`src/rtl/phyrst_pkg.sv`:
```
package phyrst_pkg;

   // Bits needed to count 0 .. n-1 (at least one bit).
   function automatic int unsigned cnt_bits(int unsigned n);
      int unsigned b;
      b = 1;
      while ((32'd1 << b) < n) b++;
      return b;
   endfunction

   typedef enum logic {
      POL_ACT_LOW  = 1'b0,
      POL_ACT_HIGH = 1'b1
   } pin_pol_e;

endpackage

```
`src/rtl/phyrst_tick_gen.sv`:
```
module phyrst_tick_gen #(
   parameter int unsigned TICK_DIV = 256
) (
   input  logic clk,
   input  logic rst_n,
   input  logic restart,
   output logic tick
);
   import phyrst_pkg::*;

   localparam int unsigned CW = cnt_bits(TICK_DIV);

   if (TICK_DIV < 1) begin : g_bad_div
      $error("phyrst_tick_gen: TICK_DIV must be at least 1");
   end

   if (TICK_DIV == 1) begin : g_bypass
      // Every cycle is a tick except the one that restarts the time base.
      assign tick = ~restart;
   end else begin : g_divide
      localparam logic [CW-1:0] LAST = CW'(TICK_DIV - 1);
      logic [CW-1:0] div_q;

      always_ff @(posedge clk or negedge rst_n) begin
         if (!rst_n)              div_q <= '0;
         else if (restart)        div_q <= '0;
         else if (div_q == LAST)  div_q <= '0;
         else                     div_q <= div_q + 1'b1;
      end

      assign tick = (div_q == LAST) && !restart;


      presc_restart_chk: assert property (@(posedge clk) disable iff (!rst_n)
         restart |=> (div_q == '0));


      presc_wrap_chk: assert property (@(posedge clk) disable iff (!rst_n)
         (!restart && div_q == LAST) |=> (div_q == '0));
   end

endmodule

```
`src/rtl/phyrst_pulse_timer.sv`:
```
module phyrst_pulse_timer #(
   parameter int unsigned WIDTH_BITS = 8
) (
   input  logic                  clk,
   input  logic                  rst_n,
   input  logic                  go,
   input  logic [WIDTH_BITS-1:0] width,
   input  logic                  tick,
   output logic                  busy
);

   if (WIDTH_BITS < 1 || WIDTH_BITS > 16) begin : g_bad_width
      $error("phyrst_pulse_timer: WIDTH_BITS must be 1..16");
   end

   logic [WIDTH_BITS-1:0] left_q;

   always_ff @(posedge clk or negedge rst_n) begin
      if (!rst_n)                      left_q <= '0;
      else if (go)                     left_q <= width;
      else if (tick && left_q != '0)   left_q <= left_q - 1'b1;
   end

   assign busy = (left_q != '0);


   reload_chk: assert property (@(posedge clk) disable iff (!rst_n)
      go |=> (left_q == $past(width)));


   zero_width_chk: assert property (@(posedge clk) disable iff (!rst_n)
      (go && width == '0) |=> !busy);


   busy_fall_chk: assert property (@(posedge clk) disable iff (!rst_n)
      $fell(busy) |-> ($past(tick) || $past(go)));


   hold_chk: assert property (@(posedge clk) disable iff (!rst_n)
      (!go && !tick) |=> $stable(left_q));

endmodule

```
`src/rtl/phyrst_pin_stage.sv`:
```
module phyrst_pin_stage (
   input  logic clk,
   input  logic rst_n,
   input  logic act_high_in,
   input  logic level_in,
   input  logic pulse_busy,
   output logic pin
);
   import phyrst_pkg::*;

   pin_pol_e pol_q;
   logic     level_q;
   logic     assert_int;

   always_ff @(posedge clk or negedge rst_n) begin
      if (!rst_n) begin
         pol_q   <= POL_ACT_LOW;
         level_q <= 1'b0;
      end else begin
         pol_q   <= pin_pol_e'(act_high_in);
         level_q <= level_in;
      end
   end

   assign assert_int = level_q | pulse_busy;
   assign pin        = assert_int ^ (pol_q == POL_ACT_LOW);


   level_pin_chk: assert property (@(posedge clk) disable iff (!rst_n)
      $past(level_in) |-> (pin == $past(act_high_in)));


   busy_pin_chk: assert property (@(posedge clk) disable iff (!rst_n)
      pulse_busy |-> (pin == (pol_q == POL_ACT_HIGH)));

endmodule

```
`src/rtl/phy_rst_drv.sv`:
```
module phy_rst_drv #(
   parameter int unsigned TICK_DIV   = 256,
   parameter int unsigned WIDTH_BITS = 8
) (
   input  logic                  clk,
   input  logic                  rst_n,
   input  logic                  cfg_act_high,
   input  logic                  cfg_level_rst,
   input  logic                  cfg_pulse_go,
   input  logic [WIDTH_BITS-1:0] cfg_pulse_width,
   output logic                  phy_rst_o,
   output logic                  pulse_busy_o
);

   logic tick;
   logic busy;

   phyrst_tick_gen #(.TICK_DIV(TICK_DIV)) u_tick (
      .clk     (clk),
      .rst_n   (rst_n),
      .restart (cfg_pulse_go),
      .tick    (tick)
   );

   phyrst_pulse_timer #(.WIDTH_BITS(WIDTH_BITS)) u_timer (
      .clk   (clk),
      .rst_n (rst_n),
      .go    (cfg_pulse_go),
      .width (cfg_pulse_width),
      .tick  (tick),
      .busy  (busy)
   );

   phyrst_pin_stage u_pin (
      .clk         (clk),
      .rst_n       (rst_n),
      .act_high_in (cfg_act_high),
      .level_in    (cfg_level_rst),
      .pulse_busy  (busy),
      .pin         (phy_rst_o)
   );

   assign pulse_busy_o = busy;


   reset_state_chk: assert property (@(posedge clk)
      (!rst_n) |=> (!rst_n || (!pulse_busy_o && phy_rst_o)));


   or_mode_chk: assert property (@(posedge clk) disable iff (!rst_n)
      ($past(cfg_level_rst) || pulse_busy_o) |-> (phy_rst_o == $past(cfg_act_high)));

endmodule

```
`config.mk`:
```
export PLATFORM = sky130hd
export DESIGN_NAME = phy_rst_drv
export DESIGN_NICKNAME = d
export VERILOG_FILES = /design/src/rtl/phyrst_pkg.sv /design/src/rtl/phyrst_tick_gen.sv /design/src/rtl/phyrst_pulse_timer.sv /design/src/rtl/phyrst_pin_stage.sv /design/src/rtl/phy_rst_drv.sv
export SDC_FILE = /design/constraint.sdc
export NUM_CORES = 1
export LEC_CHECK = 0
export BUFFER_PORTS_ARGS = -buffer_cell sky130_fd_sc_hd__buf_2
export CAP_MARGIN = 20
export CORE_MARGIN = 4
export CORE_UTILIZATION = 35
export DETAILED_ROUTE_END_ITERATION = 8
export SLEW_MARGIN = 20
export SYNTH_ARGS = -nofsm -noshare
export SYNTH_HDL_FRONTEND = slang
export SYNTH_SLANG_ARGS = --single-unit
export TNS_END_PERCENT = 50
```
`constraint.sdc`:
```
create_clock -name clk -period 3.6 [get_ports clk]
set_input_delay 0 -clock clk [delete_from_list [all_inputs] [get_ports clk]]
set_output_delay 0 -clock clk [all_outputs]
set_load 0.1 [all_outputs]
```
==> impl_metrics.tcl, run 1 <==
set metrics [dict create \
    critPathRequiredTime_ns 3.60 \
    cts-htree-levels 1 \
    grt_pass1_wl_mm 3.28 \
    routabilityCongestion 0.786 \
    io_pins 15 \
    synthXorXnorAreaFrac 0.0561 \
    postSynthAreaPerCell_um2 9.55 \
    numCtsBuffers 3 \
    synth-compound-area-share 0.111 \
    synth.distinct_cells 28 \
    crit_buf_inv 1 \
    grt.met1_usage 0.156 \
    worstSetupStartpointType "flop" \
    areaGrowthSynthToFinish_pct 25.3 \
    gr-total-overflow 0 \
    via_count_of_the_first_global_routing_pass 748 \
    number_of_failing_setup_endpoints_in_the_final_timing_report 0 \
    grt_antenna_before_repair 0 \
    clk-insertion-delay-late_ns 0.29 \
    post-synth-top-area-fraction 0.481 \
    port_buffers 14 \
    status "completed" \
    grt.total_usage 0.119 \
    drt_iter0_markers 23 \
    crit_arrival_ns 2.33 \
    power_density_cells_mw_per_mm2 342 \
    worst_margin_slew_ns 0.485 \
    reg2regPathDepth 5 \
    fin_ws_ns 1.27 \
    post_synth_mux_area_share 0 \
    postSynthNetCount 114 \
    synth-edff-count 0 \
    cts_tree "built" \
    floorplan.core_area_mm2 0.00252 \
    fin_worst_hold_slack_ns 0.155 \
    cp_slowest_stage_delay_ns 0.54 \
    num_vias 760 \
    cp-end-kind "output pin" \
    main_combinational_cell_family_by_area_after_synthesis "simple AND/OR/NAND/NOR gates" \
    effective_utilization_at_floorplan 0.371 \
    setup_total_negative_slack_ns 0 \
    final.min_clock_period_ns 2.33 \
    wl_mm 1.76 \
    post_route_cells_drive_above_1_share 0.163 \
    timing.critical_path.max_delay_family "simple AND/OR/NAND/NOR gates" \
    yosysTopAreaCell "sky130_fd_sc_hd__dfrtp_1" \
    ys_top_cells_by_area "sky130_fd_sc_hd__dfrtp_1, sky130_fd_sc_hd__or4_1, sky130_fd_sc_hd__nor2_1" \
    r2r-start "u_tick.g_divide.div_q[0]$_DFF_PN0_" \
    num_antenna_cells 0 \
    met2_usage 0.184 \
    total_leakage_power_uw 0.000498 \
    largest_clock_skew_in_the_final_design_ns 0.00765 \
    die_w_um 59.7 \
    fillerInstances 241 \
    top_usage_layer "met2" \
    max_slew_vio_count 0 \
    max-slew-margin-rel 0.679 \
    design.die.area_mm2 0.00357 \
    grt_setup_unrepaired "false" \
    finalHoldViolations 0 \
    yosysSeqAreaShare 0.481 \
    post_synth_fa_ha_maj_area_fraction 0.0401 \
    detail_route.first_pass.iterations 4 \
    synthesis.area_um2 936 \
    grt_max_degree 19 \
    min-delay-path-class "primary input to asynchronous set/reset pin" \
    worst_setup_path_type "flop to output pin" \
    maxCapViolations 0 \
    crit_path_start "u_timer.left_q[4]$_DFFE_PN0P_" \
    synthSimpleGateAreaFrac 0.262 \
    std_cell_rows 18 \
    synth-async-reset-ratio 1.00 \
    most_common_library_cell_in_the_layout_ignoring_fill_and_taps "sky130_fd_sc_hd__dfrtp_1" \
    avgRoutedWirePerCell_um 11.5 \
    crit_chain "nor3_1 -> and4b_1 -> nand2b_1 -> xnor2_1 -> buf_2" \
    detailedPlacementHpwl_mm 1.21 \
    crit_path_max_fanout 15 \
    timing.critical_path.slowest_stage_cell "sky130_fd_sc_hd__and4b_1" \
    ys_ff_latch 18 \
    fmaxAchievable_mhz 430 \
    pre_cts_ws_ns 1.52 \
    cts_max_path_buffers 2 \
    clk_root_buffer_cell "sky130_fd_sc_hd__clkbuf_4" \
    worst_ir_drop_on_vdd_v 0.000245 \
    min_period_over_period 0.646 \
    yosys_warnings 0 \
    postRouteAntennaNets 0 \
    drcViolationCount 0 \
    cp_num_cells 5 \
    clk_pin_slew_worst_paths_ns 0.10 \
    p_total_uw 401 \
    grt_util_met3 0.0454 \
    commonest_cells_after_routing_fill_and_taps_aside "sky130_fd_sc_hd__dfrtp_1, sky130_fd_sc_hd__nor2_1, sky130_fd_sc_hd__buf_2" \
    fp.dieH_um 59.7 \
    netlist_instances 98 \
    clock-sinks 18 \
    vias_per_cell 4.97 \
    main_synth_ff_type "sky130_fd_sc_hd__dfrtp_1" \
    layout.nets 140 \
]
layout make-up:
cell class | count | area [um2] | share of cell area
Timing Repair Buffer | 26 | 190 | 0.162
Tap cell | 30 | 37.5 | 0.0320
Sequential cell | 18 | 450 | 0.384
Clock buffer | 4 | 36.3 | 0.0309
Inverter | 5 | 18.8 | 0.0160
Multi-Input combinational cell | 70 | 439 | 0.375
layer usage:
metal | up-vias | wire, um
li1 | 400 | -
met1 | 346 | 885
met2 | 12 | 775
met3 | 2 | 83
met4 | 0 | 13
met5 | - | 0
registers in the layout, summed over array words and instances, names as in the netlist:
register	count
u_timer.left_q	8
u_pin.pol_q	1
u_pin.level_q	1
u_tick.g_divide.div_q	8
final timing paths:
path	slack, ns	end
max in group asynchronous	3.15	u_timer.left_q[1]$_DFFE_PN0P_
min in group clk	0.34	u_pin.level_q$_DFF_PN0_
worst min register to register	0.47	u_tick.g_divide.div_q[0]$_DFF_PN0_
worst max register to register	1.50	u_timer.left_q[7]$_DFFE_PN0P_
worst min-delay path	0.16	u_timer.left_q[4]$_DFFE_PN0P_
worst max-delay path	1.27	phy_rst_o
power by group:
part / leakage (uW) / internal (uW) / switching [uW]
logic: 0.000253 / 26.3 / 28.1
registers: 0.000223 / 214 / 9.80
clock network: 0.0000210 / 61.6 / 61.2
metrics by stage:
stage               instance area, um2  instances   util
floorplan                          936         98      -
global placement                  1020        137  0.403
detailed placement                1020        137  0.403
CTS                               1170        153  0.465
global route                      1170        153  0.465
finish                            1170        153  0.465
logic make-up (layout without fill, tap and decap cells):
family | after synthesis | count (layout)
AND/OR/NAND/NOR | 45 | 45
adder cells (fa/ha/maj) | 3 | 3
flip-flops | 18 | 18
XOR/XNOR | 6 | 6
buffers and inverters | 10 | 35
AO/OA/AOI/OAI | 16 | 16
cells in the mapped netlist (all sizes together), types with 2 or more instances:
cell,instances
xnor2,4
nand2,7
o31ai,4
clkbuf,3
ha,3
inv,5
nor2,14
dfrtp,18
o21ai,3
or4,8
buf,2
xor2,2
or3,4
and3,3
nand3,3
a31oi,6
what timing repair did:
item | in CTS | in global routing
gates resized for setup | 0 | 0
buffers inserted | 0 | 0
hold buffers | 12 | 0
endpoints found under the hold margin | 32 | 0
No activity file was read; power rests on OpenSTA's default activity.
==> inputs of run 2 (changes only) <==
--- a/config.mk
+++ b/config.mk
@@ -5,6 +5,7 @@
 export SDC_FILE = /design/constraint.sdc
 export NUM_CORES = 1
 export LEC_CHECK = 0
+export ABC_AREA = 1
 export BUFFER_PORTS_ARGS = -buffer_cell sky130_fd_sc_hd__buf_2
 export CAP_MARGIN = 20
 export CORE_MARGIN = 4
==> constraint.sdc (replaced) <==
create_clock -name clk -period 2.3 [get_ports clk]
set_input_delay 0 -clock clk [delete_from_list [all_inputs] [get_ports clk]]
set_output_delay 0 -clock clk [all_outputs]
set_load 0.1 [all_outputs]
==> impl_metrics.tcl, run 2 <==
set metrics [dict create \
    clk_pin_slew_worst_paths_ns 0.11 \
    finalHoldViolations 0 \
    num_vias 925 \
    post_route_cells_drive_above_1_share 0.189 \
    main_combinational_cell_family_by_area_after_synthesis "simple AND/OR/NAND/NOR gates" \
    effective_utilization_at_floorplan 0.372 \
    fin_ws_ns 0.183 \
    worst_setup_path_type "flop to output pin" \
    routabilityCongestion 0.883 \
    cts-htree-levels 1 \
    biggestRegsByFlops "u_tick.g_divide.div_q: 8 flops, u_timer.left_q: 8 flops" \
    std_cell_rows 19 \
    fmaxAchievable_mhz 472 \
    yosysTopAreaCell "sky130_fd_sc_hd__dfrtp_1" \
    cp_num_cells 8 \
    vias_per_cell 4.87 \
    synth-async-reset-ratio 1.00 \
    synthXorXnorAreaFrac 0.0335 \
    synth.distinct_cells 24 \
    endpoint_of_the_lowest_slack_register_to_register_path "u_timer.left_q[6]$_DFFE_PN0P_" \
    cts_resized 0 \
    cell_count_of_the_worst_hold_path 5 \
    reg2reg_slack_ns 0.87 \
    post-synth-top-area-fraction 0.431 \
    synth-compound-area-share 0.0683 \
    grt_pass1_wl_mm 3.93 \
    largest_clock_skew_in_the_final_design_ns 0.00242 \
    status "completed" \
    commonest_cells_after_routing_fill_and_taps_aside "sky130_fd_sc_hd__nand2_1, sky130_fd_sc_hd__dfrtp_1, sky130_fd_sc_hd__nor2_1" \
    main_synth_ff_type "sky130_fd_sc_hd__dfrtp_1" \
    timing.critical_path.max_delay_family "buffers and inverters" \
    floorplan.core_area_mm2 0.00281 \
    die_w_um 62.6 \
    port_buffers 14 \
    cp_slowest_stage_delay_ns 0.43 \
    max-slew-margin-rel 0.676 \
    postSynthAreaPerCell_um2 7.74 \
    synthMostInstantiatedCell "sky130_fd_sc_hd__nand2_1" \
    drt_iter0_markers 31 \
    total_leakage_power_uw 0.000629 \
    pre_cts_ws_ns 0.512 \
    worst_ir_drop_on_vdd_v 0.000229 \
    drcViolationCount 0 \
    setup_total_negative_slack_ns 0 \
    cts_tree "built" \
    detail_route.first_pass.iterations 4 \
    detailedPlacementHpwl_mm 1.63 \
    worst_margin_slew_ns 0.489 \
    gr-total-overflow 0 \
    yosysSeqAreaShare 0.431 \
    post_synth_mux_area_share 0 \
    yosys_warnings 0 \
    numCtsBuffers 3 \
    crit_buf_inv 3 \
    power_density_cells_mw_per_mm2 569 \
    reg2regPathDepth 8 \
    final.min_clock_period_ns 2.12 \
    grt_antenna_before_repair 0 \
    worstSetupStartpointType "flop" \
    postRouteAntennaNets 0 \
    post_cts_hold_buffer_count 7 \
    crit_path_start "u_timer.left_q[0]$_DFFE_PN0P_" \
    clk-insertion-delay-late_ns 0.30 \
    via_count_of_the_first_global_routing_pass 875 \
    cp-end-kind "output pin" \
    wl_mm 2.19 \
    areaGrowthSynthToFinish_pct 21.6 \
    postSynthNetCount 151 \
    max_slew_vio_count 0 \
    synth.top_cells.by_count "sky130_fd_sc_hd__nand2_1, sky130_fd_sc_hd__dfrtp_1, sky130_fd_sc_hd__nor2_1" \
    num_antenna_cells 0 \
    crit_top_cell "sky130_fd_sc_hd__inv_1" \
    crit_path_max_fanout 5 \
    min-delay-path-class "primary input to flop" \
    synthesis.area_mm2 0.00104 \
    critPathRequiredTime_ns 2.30 \
    grt.total_usage 0.124 \
    clk_root_buffer_cell "sky130_fd_sc_hd__clkbuf_4" \
    crit_arrival_ns 2.12 \
    crit_end "phy_rst_o" \
    clock-sinks 18 \
    post_synth_fa_ha_maj_area_fraction 0.0359 \
    most_common_library_cell_in_the_layout_ignoring_fill_and_taps "sky130_fd_sc_hd__nand2_1" \
    maxCapViolations 0 \
    design.die.area_mm2 0.00392 \
    number_of_failing_setup_endpoints_in_the_final_timing_report 0 \
    netlist_instances 135 \
    io_pins 15 \
    synth-edff-count 0 \
    grt_setup_unrepaired "false" \
    timing.critical_path.slowest_stage_cell "sky130_fd_sc_hd__buf_2" \
    ys_top_cells_by_area "sky130_fd_sc_hd__dfrtp_1, sky130_fd_sc_hd__nand2_1, sky130_fd_sc_hd__nand3_1" \
    grt_max_degree 19 \
    crit_chain "inv_1 -> ha_1 -> nand3_1 -> inv_1 -> nand2_2 -> nor2_1 -> xor2_4 -> buf_2" \
    cts_setup_buffers 0 \
    layout.nets 176 \
    cts_max_path_buffers 2 \
    ys_ff_latch 18 \
    avgRoutedWirePerCell_um 11.5 \
    synthSimpleGateAreaFrac 0.363 \
    fp.dieH_um 62.6 \
    min_period_over_period 0.920 \
    r2r-start "u_timer.left_q[0]$_DFFE_PN0P_" \
]
run 2: changes by cell type after synthesis, sizes merged, moves of 5 or more:
cell and delta:
or4 -8, nand3 +11, a31oi -6, nand2 +31, nor2 +7, o21ai +5
inv +11
run 2: how the worst min path moves through the flow:
stage                                   from                                 end
after floorplan                        rst_n             u_pin.level_q$_DFF_PN0_
after global placement                 rst_n  u_tick.g_divide.div_q[0]$_DFF_PN0_
after detailed placement               rst_n  u_tick.g_divide.div_q[0]$_DFF_PN0_
after CTS                 cfg_pulse_width[3]       u_timer.left_q[3]$_DFFE_PN0P_
after global routing      cfg_pulse_width[3]       u_timer.left_q[3]$_DFFE_PN0P_
final                     cfg_pulse_width[3]       u_timer.left_q[3]$_DFFE_PN0P_
run 2: final cells by class:
cell class | instances | area (um2)
multi-input combinational | 100 | 544
tap | 31 | 38.8
clock buffer | 4 | 36.3
sequential | 18 | 450
timing repair buffer | 21 | 140
inverter | 16 | 60.1
fill | 283 | 1540
run 2: cell families after synthesis:
logic type | after synthesis
buffers and inverters | 17
DFF | 18
xor gates and xnor gates | 4
AOI/OAI and AO/OA | 11
and+or+nand+nor | 82
adders and majority gates | 3
run 2: tightest hold or removal path: stages:
cell and delay [ns]:
sky130_fd_sc_hd__buf_2 0.07, sky130_fd_sc_hd__nand2_1 0.04, sky130_fd_sc_hd__nand2_1 0.05, sky130_fd_sc_hd__nand2_1 0.04, sky130_fd_sc_hd__o21ai_0 0.06
run 2: through the flow:
step / utilization / cells / hold WS, ns / power (uW) / instance area [um2]
after floorplan: - / 135 / -0.296 / 474 / 1070
after global placement: 0.415 / 179 / -0.0424 / 513 / 1160
after detailed placement: 0.415 / 179 / -0.0374 / 517 / 1160
after CTS: 0.453 / 190 / 0.00307 / 728 / 1270
after global routing: 0.453 / 190 / 0.0278 / 768 / 1270
final: 0.453 / 190 / 0.00662 / 723 / 1270
run 2: power by group:
part           total (uW)  leakage (uW)  switching (uW)  internal, uW
clock                 203     0.0000210             106          96.6
combinational         158      0.000377            99.8          58.2
sequential            362      0.000231            22.6           339
total                 723      0.000629             229           494
run 2: layer usage:
layer  global-route usage  routed length [um]  vias up
met4               0.0579                  27        0
met5                    0                   0        -
met1                0.161                1070      420
met3               0.0360                 111        4
li1                     -                   -      479
met2                0.189                 974       22
